File: src/rtl/ocs_pkg.sv
package ocs_pkg;

    typedef struct packed {
        logic       ovr;
        logic       cal;
        logic [1:0] aux;
        logic [2:0] code;
        logic       rsv;
    } mode_t;

    localparam logic [7:0] MODE_RST = 8'h0E;

    // Host write: bit 0 forced to 0, a zero code keeps the old one
    function automatic mode_t mode_write(mode_t cur, logic [7:0] wd);
        mode_t m;
        m      = mode_t'(wd);
        m.rsv  = 1'b0;
        if (wd[3:1] == 3'd0) m.code = cur.code;
        return m;
    endfunction

endpackage

File: src/rtl/ocs_level_cmp.sv
module ocs_level_cmp #(
    parameter int SENSE_W    = 16,
    parameter int FULL_SCALE = 420
) (
    input  logic signed [SENSE_W-1:0] sense_i,
    input  logic        [2:0]         code_i,
    output logic                      loud_o
);
    localparam int PW = SENSE_W + 3;
    localparam logic [PW-1:0] FS = PW'(FULL_SCALE);

    logic [SENSE_W-1:0] mag;
    logic [PW-1:0]      prod;

    // |x| > FULL_SCALE/code  <=>  |x|*code > FULL_SCALE (no divider)
    always_comb begin
        mag    = sense_i[SENSE_W-1] ? SENSE_W'(-sense_i) : SENSE_W'(sense_i);
        prod   = PW'(mag) * PW'(code_i);
        loud_o = prod > FS;
    end
endmodule

File: src/rtl/ocs_sec_window.sv
module ocs_sec_window #(
    parameter int CNT_W = 13
) (
    input  logic             clk,
    input  logic             rst_n,
    input  logic             hold_i,
    input  logic             tick_i,
    input  logic [CNT_W-1:0] limit_i,
    output logic             reached_o
);
    logic [CNT_W-1:0] cnt_d, cnt_q;

    always_comb begin
        cnt_d = cnt_q;
        if (!hold_i)                          cnt_d = '0;
        else if (tick_i && cnt_q < limit_i)   cnt_d = cnt_q + 1'b1;
        reached_o = cnt_q >= limit_i;
    end

    always_ff @(posedge clk or negedge rst_n) begin
        if (!rst_n) cnt_q <= '0;
        else        cnt_q <= cnt_d;
    end


    window_restart_chk: assert property (@(posedge clk) disable iff (!rst_n)
        !hold_i |=> !reached_o || limit_i == '0);
endmodule

File: src/rtl/ocs_cal_sleep_ctrl.sv
module ocs_cal_sleep_ctrl
    import ocs_pkg::*;
#(
    parameter int SENSE_W     = 16,
    parameter int FULL_SCALE  = 420,
    parameter int LOW_SECONDS = 10,
    parameter int CAL_SECONDS = 3600
) (
    input  logic                      clk,
    input  logic                      rst_n,
    input  logic                      line_i,
    input  logic                      tick_i,
    input  logic signed [SENSE_W-1:0] sense_i,
    input  logic        [7:0]         offset_meas_i,
    input  logic                      mode_we_i,
    input  logic        [7:0]         mode_wdata_i,
    output logic                      wake_pull_o,
    output logic                      sleep_o,
    output logic                      cal_done_o,
    output logic        [7:0]         mode_o,
    output logic        [7:0]         offset_o
);
    localparam int QUAL_TICKS = LOW_SECONDS + 1;
    localparam int CNT_W      = $clog2(CAL_SECONDS + QUAL_TICKS + 1) + 1;
    localparam logic [CNT_W-1:0] LIM_QUAL = CNT_W'(QUAL_TICKS);
    localparam logic [CNT_W-1:0] LIM_OVR  = CNT_W'(CAL_SECONDS);
    localparam logic [CNT_W-1:0] LIM_CAL  = CNT_W'(CAL_SECONDS + QUAL_TICKS);

    typedef struct packed {
        mode_t      mode;
        logic [7:0] ofs;
        logic       wake;
        logic       sleep;
        logic       done;
    } st_t;

    st_t st_d, st_q;

    logic             loud, quiet;
    logic             low_hold, low_reached;
    logic             cal_hold, cal_reached;
    logic [CNT_W-1:0] cal_limit;
    logic             finish;

    ocs_level_cmp #(.SENSE_W(SENSE_W), .FULL_SCALE(FULL_SCALE)) u_cmp (
        .sense_i (sense_i),
        .code_i  (st_q.mode.code),
        .loud_o  (loud)
    );

    assign quiet     = !loud;
    assign low_hold  = !line_i && quiet;
    assign cal_hold  = st_q.mode.cal && quiet && (st_q.mode.ovr || !line_i);
    assign cal_limit = st_q.mode.ovr ? LIM_OVR : LIM_CAL;

    ocs_sec_window #(.CNT_W(CNT_W)) u_low (
        .clk(clk), .rst_n(rst_n), .hold_i(low_hold), .tick_i(tick_i),
        .limit_i(LIM_QUAL), .reached_o(low_reached)
    );

    ocs_sec_window #(.CNT_W(CNT_W)) u_cal (
        .clk(clk), .rst_n(rst_n), .hold_i(cal_hold), .tick_i(tick_i),
        .limit_i(cal_limit), .reached_o(cal_reached)
    );

    assign finish = cal_hold && cal_reached;

    always_comb begin
        st_d      = st_q;
        st_d.wake = loud;
        st_d.done = finish;
        if (mode_we_i) st_d.mode = mode_write(st_q.mode, mode_wdata_i);
        if (finish) begin
            st_d.ofs      = offset_meas_i;
            st_d.mode.cal = 1'b0;
            st_d.mode.ovr = 1'b0;
        end
        if (line_i) st_d.sleep = 1'b0;
        else        st_d.sleep = st_q.sleep || (low_reached && low_hold) || finish;
    end

    always_ff @(posedge clk or negedge rst_n) begin
        if (!rst_n) begin
            st_q       <= '0;
            st_q.mode  <= mode_t'(MODE_RST);
        end else begin
            st_q       <= st_d;
        end
    end

    assign wake_pull_o = st_q.wake;
    assign sleep_o     = st_q.sleep;
    assign cal_done_o  = st_q.done;
    assign mode_o      = st_q.mode;
    assign offset_o    = st_q.ofs;


    mode_fields_chk: assert property (@(posedge clk) disable iff (!rst_n)
        mode_o[0] == 1'b0 && mode_o[3:1] != 3'd0);

    sleep_rise_chk: assert property (@(posedge clk) disable iff (!rst_n)
        $rose(sleep_o) |-> $past(!line_i));

    done_clears_chk: assert property (@(posedge clk) disable iff (!rst_n)
        cal_done_o |-> !mode_o[7] && !mode_o[6]);

    done_armed_chk: assert property (@(posedge clk) disable iff (!rst_n)
        cal_done_o |-> $past(mode_o[6]));

    offset_hold_chk: assert property (@(posedge clk) disable iff (!rst_n)
        !$stable(offset_o) |-> cal_done_o);
endmodule

File: config.mk
export PLATFORM = sky130hd
export DESIGN_NAME = ocs_cal_sleep_ctrl
export DESIGN_NICKNAME = d
export VERILOG_FILES = /design/src/rtl/ocs_pkg.sv /design/src/rtl/ocs_level_cmp.sv /design/src/rtl/ocs_sec_window.sv /design/src/rtl/ocs_cal_sleep_ctrl.sv
export SDC_FILE = /design/constraint.sdc
export NUM_CORES = 1
export LEC_CHECK = 0
export BUFFER_PORTS_ARGS = -buffer_cell sky130_fd_sc_hd__buf_2
export CORE_ASPECT_RATIO = 1.4
export CORE_UTILIZATION = 35
export CTS_CLUSTER_DIAMETER = 80
export CTS_CLUSTER_SIZE = 8
export DETAILED_ROUTE_END_ITERATION = 6
export PLACE_DENSITY = 0.5
export SYNTH_ARGS = -nofsm -noshare
export SYNTH_HDL_FRONTEND = slang
export SYNTH_HIERARCHICAL = 1
export SYNTH_SLANG_ARGS = --single-unit
File: constraint.sdc
create_clock -name clk -period 13.3 [get_ports clk]
set_input_delay 0.665 -clock clk [delete_from_list [all_inputs] [get_ports clk]]
set_output_delay 0.665 -clock clk [all_outputs]
set_load 0.01 [all_outputs]
==> summary.log, run 1 <==
[route] number of vias after detailed routing 4182
[worst_hold_path] Worst Hold Path Cells 1
[critical_path] startpoint type of the worst setup path input pin
[synthesis] post-synthesis cell count 561
[clock_network] CTS tree built
[route] total wire length after detailed routing 11000 um
[synthesis] post-synthesis share of cell area spent on xor and xnor gates 4.07%
[cells_and_area] footprint of the multi-input gates 0.00334 mm^2
[floorplan] width of the chip 100 um
[floorplan] total number of placement rows 49
[route] Metal-1 WL 4830 um
[cells_and_area] commonest non-fill, non-tap cells in the layout sky130_fd_sc_hd__nand2_1 (80), sky130_fd_sc_hd__inv_1 (70), sky130_fd_sc_hd__buf_2 (53)
[synthesis] register bit total from synthesis 44
[critical_path] timing startpoint of the critical path sense_i[3]
[timing] Final Max Slew Viols 0
[timing] worst rel slew slack 29.4%
[worst_hold_path] Min-Delay Path Class flop to flop
[synthesis] sequential-to-total area share from yosys stat 23.3%
[placement] final weighted congestion in routability-driven placement 0.812
[clock_network] Setup Buffers After CTS 0
[placement] placed cell count 796
[synthesis] complex-gate fraction of the synthesized area 19.9%
[run] max capacitance violation total 0
[clock_network] clock root buffer master sky130_fd_sc_hd__clkbuf_16
[critical_path] worst endpoint data arrival time 6270 ps
[placement] placed wire-length estimate 8500 um
[global_route] grt total ovfl 0
[critical_path] kind of end point of the critical path flop
[timing] final number of hold-violating endpoints 0
[clock_network] clock latency on the worst-skew pair 290 ps
[cells_and_area] commonest non-fill, non-tap cell in the layout sky130_fd_sc_hd__nand2_1
[timing] RSZ-0062 raised after global routing no
[global_route] via count of the first global-routing pass 4169
[clock_network] number of resized instances in the post-cts repair step 0
[floorplan] core outline area 0.0130 mm^2
[route] met3 WL post-DR 267 um
[global_route] global router's overall resource usage 16.5%
[synthesis] most used flip-flop cell after synthesis sky130_fd_sc_hd__dfrtp_1
[timing] Period Utilization, post-route 45.8%
[synthesis] combinational family with the most area after synthesis simple AND/OR/NAND/NOR gates
[power_and_ir_drop] power density over the cells 86.8 mW/mm^2
[synthesis] fraction of post-synthesis cell area in the top cell type by area 21.7%
[global_route] antenna violations before repair 0
[critical_path] required time of the critical path 13480 ps
[clock_network] largest buffer count on any clock path 2
[floorplan] I/O pin total 56
[route] per-cell via count in the routed design 5.20
[timing] measured slew at the worst slew-check pin 1050 ps
[synthesis] Synth Area per Inst 8.45 um^2
[clock_network] clock transition at the registers of the reported paths 60 ps
[clock_network] level count of the clock H-tree 2
[critical_path] critical path class input pin to flop
[timing] fin crit period 6090 ps
[synthesis] multiplexer share of the synthesized area 5.41%
[route] routed wl met2 5750 um
[synthesis] netlist area before placement 0.00474 mm^2
[synthesis] number of distinct library cells after synthesis 60
[synthesis] library cell with the largest summed area after synthesis sky130_fd_sc_hd__dfrtp_1
[critical_path] Worst R2R Start mode_o[3]
[cells_and_area] layout cells sized above 1 13.7%
[cells_and_area] final layout net count 724
[route] WL per Instance 13.7 um
[floorplan] vertical extent of the die 140 um
[floorplan] area enclosed by the die boundary 0.0140 mm^2
[synthesis] Ys Warns 6
[clock_network] count of hold buffers inserted by post-cts repair 0
[synthesis] simple-gate area share of the yosys netlist 20.5%
[critical_path] worst reg2reg path depth 15
[synthesis] Post-synth EDFFs 0
[route] total DRC errors in the routed layout 0
[route] uppermost layer routed met4
[run_status] result of the run finished clean
[cells_and_area] Layout Area Growth over Synthesis 13.4%
[synthesis] adder and majority gate portion of the synthesized area 18.7%
[power_and_ir_drop] Static Leak 2.54 nW
[cells_and_area] antenna diode count 0
[route] first-iteration detailed-routing DRC count 146
[global_route] global-route wire length before repair 18800 um
[cells_and_area] FILL cells 1357
[power_and_ir_drop] worst IR drop on VDD 0.0000421 V
[clock_network] number of sinks on the clock net 44
[timing] Max Clock Skew 3.98 ps
[clock_network] number of CTS-inserted buffers 5
[route] number of antenna-violating nets in the routed design 0
[route] 1st-pass router iterations 4
[synthesis] Async S/R FF share, synth 100%
[cells_and_area] core occupancy in the finished layout 41.3%
[critical_path] maximum fanout along the worst path 18
[timing] Setup-failing EPs final 0
[timing] highest clock frequency the design can meet 164 MHz
[cells_and_area] final non-filler cell total 804
[synthesis] largest cells by area after synthesis sky130_fd_sc_hd__dfrtp_1 (22%), sky130_fd_sc_hd__ha_1 (12%), sky130_fd_sc_hd__fa_1 (6.3%)
[global_route] pin count of the biggest net entering global routing 45
[placement] number of port buffers 53
[cells_and_area] register cell area after layout 0.00110 mm^2
[timing] Sum Neg Setup Slack 0 ps
[floorplan] initial cell density of the core 36.5%
[worst_hold_path] hold path start offset_o[1]
-- cells by family after synthesis --
kind of cell | count (synthesis)
other cells | 2
compound gates | 128
fa+ha+maj | 62
buf+inv | 89
simple gates | 192
flops | 44
xor+xnor | 22
mux | 22
-- sequential cells by signal, indices dropped and copies added (netlist names) --
| name | count |
|---|---|
| offset_o | 8 |
| mode_o | 7 |
| u_low/cnt_q | 13 |
| wake_pull_o | 1 |
| u_cal/cnt_q | 13 |
| sleep_o | 1 |
| cal_done_o | 1 |
-- routing by layer --
| metal | track usage [%] | vias up |
|---|---|---|
| met5 | 0 | - |
| met4 | 4.73 | 0 |
| met3 | 2.01 | 11 |
| met2 | 31.0 | 63 |
| met1 | 19.1 | 2008 |
| li1 | - | 2100 |
-- worst paths after layout --
kind | to | slack, ps
max in group asynchronous | u_low/cnt_q[9] | 12090
worst max-delay path | u_low/cnt_q[7] | 7210
worst max register to register | u_low/cnt_q[7] | 8090
worst min register to register | offset_o[1] | 500
min in group asynchronous | u_cal/cnt_q[10] | 560
worst min-delay path | offset_o[1] | 500
-- synthesized netlist by cell type (5+ instances only) --
cell and number:
sky130_fd_sc_hd__a21boi_0 5, sky130_fd_sc_hd__a21boi_1 12, sky130_fd_sc_hd__a21o_1 10, sky130_fd_sc_hd__a21oi_1 19, sky130_fd_sc_hd__and2_1 7, sky130_fd_sc_hd__clkbuf_1 10
sky130_fd_sc_hd__dfrtp_1 41, sky130_fd_sc_hd__fa_1 15, sky130_fd_sc_hd__ha_1 47, sky130_fd_sc_hd__inv_1 70, sky130_fd_sc_hd__mux2_2 5, sky130_fd_sc_hd__mux2_4 6
sky130_fd_sc_hd__mux2i_1 11, sky130_fd_sc_hd__nand2_1 80, sky130_fd_sc_hd__nand2b_1 13, sky130_fd_sc_hd__nand3_1 13, sky130_fd_sc_hd__nand4_1 12, sky130_fd_sc_hd__nor2_1 20
sky130_fd_sc_hd__nor3_1 7, sky130_fd_sc_hd__nor4_1 6, sky130_fd_sc_hd__o21ai_0 19, sky130_fd_sc_hd__o31ai_1 20, sky130_fd_sc_hd__or4_1 17, sky130_fd_sc_hd__xnor2_1 17
sky130_fd_sc_hd__xor2_1 5
-- final cells by class --
class	instances	area share [%]
clock buffer	6	2.40
multi-input combinational	450	62.3
timing repair buffer	54	5.08
inverter	70	4.89
tap	178	4.15
clock inverter	2	0.652
sequential	44	20.6
-- worst max-delay path, cell delays in order --
cell and delay, ps:
sky130_fd_sc_hd__buf_2 120, sky130_fd_sc_hd__nor3_1 230, sky130_fd_sc_hd__nand2b_1 100, sky130_fd_sc_hd__nor2_1 230
sky130_fd_sc_hd__nand2_1 110, sky130_fd_sc_hd__o41ai_1 320, sky130_fd_sc_hd__xnor2_1 240, sky130_fd_sc_hd__nand2_1 110
sky130_fd_sc_hd__fa_1 500, sky130_fd_sc_hd__inv_1 40, sky130_fd_sc_hd__ha_1 370, sky130_fd_sc_hd__a21oi_1 210
sky130_fd_sc_hd__o22ai_1 140, sky130_fd_sc_hd__a2111oi_4 440, sky130_fd_sc_hd__a2bb2oi_1 250, sky130_fd_sc_hd__o211ai_1 120
sky130_fd_sc_hd__xor2_1 150, sky130_fd_sc_hd__nor3_1 290, sky130_fd_sc_hd__nand4_1 310, sky130_fd_sc_hd__nor2_1 890
sky130_fd_sc_hd__o311ai_0 290, sky130_fd_sc_hd__o41ai_1 120
-- where the power goes --
group          internal (mW)  leakage [nW]  switching (mW)
sequential             0.137         0.590         0.00653
combinational         0.0749          1.87           0.104
clock                 0.0885        0.0808          0.0551
-- stage by stage --
| step | hold slack (ps) | setup slack [ps] | cell area (um^2) | power (mW) |
|---|---|---|---|---|
| after floorplan | 369 | 8240 | 4820 | 0.281 |
| after global placement | 486 | 7030 | 5210 | 0.321 |
| after detailed placement | 495 | 6940 | 5210 | 0.325 |
| after CTS | 510 | 7220 | 5370 | 0.472 |
| after global routing | 532 | 6730 | 5370 | 0.502 |
| final | 504 | 7210 | 5370 | 0.466 |
Note: power is estimated with default switching activity, not from simulation.
==> run 2: changes to the inputs <==
==> constraint.sdc (replaced) <==
create_clock -name clk -period 5.95 [get_ports clk]
set_input_delay 0.2975 -clock clk [delete_from_list [all_inputs] [get_ports clk]]
set_output_delay 0.2975 -clock clk [all_outputs]
set_load 0.01 [all_outputs]
==> run 2 against run 1 <==
Critical path depth decreased by 1. Non-clock buffer count increased by 2. Highest routed layer unchanged. Cell count increased by 0.25%. Clock skew increased by 4.3 ps. Largest power group unchanged. Via count decreased by 0.93%.
==> summary.log, run 2 (same netlist as run 1, synthesis figures left out) <==
[critical_path] termination of the worst setup path offset_o[1]
[critical_path] kind of end point of the critical path flop
[cells_and_area] commonest non-fill, non-tap cells in the layout sky130_fd_sc_hd__nand2_1 (80), sky130_fd_sc_hd__inv_1 (70), sky130_fd_sc_hd__buf_2 (53)
[critical_path] Worst R2R Start mode_o[3]
[cells_and_area] antenna diode count 0
[power_and_ir_drop] Static Leak 2.55 nW
[critical_path] worst reg2reg path depth 14
[placement] number of port buffers 53
[placement] placed wire-length estimate 8630 um
[critical_path] total stage count of the critical path 21
[clock_network] largest buffer count on any clock path 2
[critical_path] worst endpoint data arrival time 5450 ps
[global_route] via count of the first global-routing pass 4105
[clock_network] Setup Buffers After CTS 0
[cells_and_area] commonest non-fill, non-tap cell in the layout sky130_fd_sc_hd__nand2_1
[critical_path] max incr delay on CP 560 ps
[timing] Setup-failing EPs final 0
[worst_hold_path] Min-Delay Path Class input pin to async pin
[timing] worst rel slew slack 30.8%
[critical_path] worst reg2reg path endpoint offset_o[1]
[timing] RSZ-0062 raised after global routing no
[timing] final number of hold-violating endpoints 0
[timing] Final Max Slew Viols 0
[global_route] pin count of the biggest net entering global routing 45
[cells_and_area] final layout net count 726
[critical_path] required time of the critical path 6120 ps
[clock_network] number of CTS-inserted buffers 5
[global_route] grt total ovfl 0
[floorplan] total number of placement rows 49
[clock_network] number of resized instances in the post-cts repair step 0
[clock_network] clock latency on the worst-skew pair 290 ps
[power_and_ir_drop] power density over the cells 194 mW/mm^2
[route] per-cell via count in the routed design 5.14
[timing] Max Clock Skew 8.31 ps
[floorplan] initial cell density of the core 36.5%
[floorplan] area enclosed by the die boundary 0.0140 mm^2
[floorplan] width of the chip 100 um
[route] number of antenna-violating nets in the routed design 0
[global_route] global router's overall resource usage 16.6%
[clock_network] count of hold buffers inserted by post-cts repair 0
[route] total DRC errors in the routed layout 0
[floorplan] vertical extent of the die 140 um
[timing] Period Utilization, post-route 88.8%
[critical_path] critical path class input pin to flop
[clock_network] number of sinks on the clock net 44
[timing] fin crit period 5280 ps
[floorplan] core outline area 0.0130 mm^2
[cells_and_area] footprint of the multi-input gates 0.00334 mm^2
[critical_path] buffering stage count on the worst path with inverters included 2
[run_status] result of the run finished clean
[clock_network] level count of the clock H-tree 2
[critical_path] flop2flop setup slack 1120 ps
[cells_and_area] Layout Area Growth over Synthesis 13.8%
[power_and_ir_drop] worst IR drop on VDD 0.000102 V
[cells_and_area] register cell area after layout 0.00110 mm^2
[clock_network] clock root buffer master sky130_fd_sc_hd__clkbuf_16
[critical_path] startpoint type of the worst setup path input pin
[critical_path] CP delay by family, top simple AND/OR/NAND/NOR gates
[critical_path] maximum fanout along the worst path 12
[route] WL per Instance 13.5 um
[cells_and_area] FILL cells 1355
[clock_network] CTS tree built
[global_route] global-route wire length before repair 19100 um
[floorplan] I/O pin total 56
[route] total wire length after detailed routing 10900 um
[route] 1st-pass router iterations 6
[run] max capacitance violation total 0
[critical_path] cell chain of the critical path buf_2 > nor3_1 > nand2b_1 > nor2_1 > nand2_1 > o41ai_1 > xnor2_1 > nand2_1 > fa_1 > inv_1 > ha_1 > a21oi_1 > o22ai_1 > a2111oi_4 > a2bb2oi_1 > o211ai_1 > xor2_1 > nor3_1 > nand4_1 > and4b_4 > mux2_2
[timing] measured slew at the worst slew-check pin 1040 ps
[global_route] antenna violations before repair 0
[cells_and_area] core occupancy in the finished layout 41.5%
[timing] Sum Neg Setup Slack 0 ps
[critical_path] cell with the biggest individual delay on the critical path sky130_fd_sc_hd__and4b_4
[route] number of vias after detailed routing 4143
[cells_and_area] layout cells sized above 1 14.2%
[timing] highest clock frequency the design can meet 189 MHz
[critical_path] timing startpoint of the critical path sense_i[3]
[route] first-iteration detailed-routing DRC count 108
[clock_network] clock transition at the registers of the reported paths 70 ps
[placement] final weighted congestion in routability-driven placement 0.848
-- run 2: metal layers --
layer / part of all wire [%] / global-route usage (%) / wire, um
met3: 2.2 / 1.51 / 239
met2: 52 / 30.7 / 5680
met5: 0 / 0 / 0
met4: 1.2 / 4.58 / 127
met1: 45 / 20.2 / 4860
-- run 2: stage by stage --
stage | instance area [um^2] | setup slack, ps | total power, mW | hold slack, ps | instances
2_1_floorplan | 4820 | 1260 | 0.627 | 1.91 | 583
3_3_place_gp | 5220 | 522 | 0.719 | 486 | 798
3_5_place_dp | 5220 | 446 | 0.725 | 492 | 798
4_1_cts | 5390 | 720 | 1.06 | 231 | 806
5_1_grt | 5390 | 293 | 1.13 | 228 | 806
6_report | 5390 | 665 | 1.05 | 185 | 806
-- run 2: worst min-delay path by stage --
| stage | slack (ps) | start | end |
|---|---|---|---|
| finish | 190 | rst_n | u_cal/cnt_q[12] |
| global route | 230 | offset_meas_i[0] | offset_o[0] |
| CTS | 230 | offset_meas_i[3] | offset_o[3] |
| detailed placement | 490 | offset_o[5] | offset_o[5] |
| global placement | 490 | offset_o[2] | offset_o[2] |
| floorplan | 2 | rst_n | cal_done_o |
-- run 2: where the power goes --
group / leakage [nW] / total (mW) / switching (mW) / internal (mW)
Combinational: 1.88 / 0.401 / 0.233 / 0.168
Sequential: 0.590 / 0.321 / 0.0145 / 0.307
Clock: 0.0804 / 0.326 / 0.127 / 0.200
-- run 2: area by class of cell --
class | instances | area share, %
Multi-Input combinational cell | 450 | 62.0
Sequential cell | 44 | 20.5
Timing Repair Buffer | 56 | 5.34
Inverter | 70 | 4.87
Tap cell | 178 | 4.13
Clock buffer | 5 | 2.32
Clock inverter | 3 | 0.858
-- run 2: worst register-to-register path, delay by kind of cell, from the launching register on --
kind / cells / cell delay, ps
AO/OA/AOI/OAI: 5 / 1280
AND/OR/NAND/NOR: 4 / 1180
adder cells (fa/ha/maj): 2 / 910
flip-flops: 1 / 740
multiplexers: 1 / 370
XOR/XNOR: 1 / 170
buffers and inverters: 1 / 60
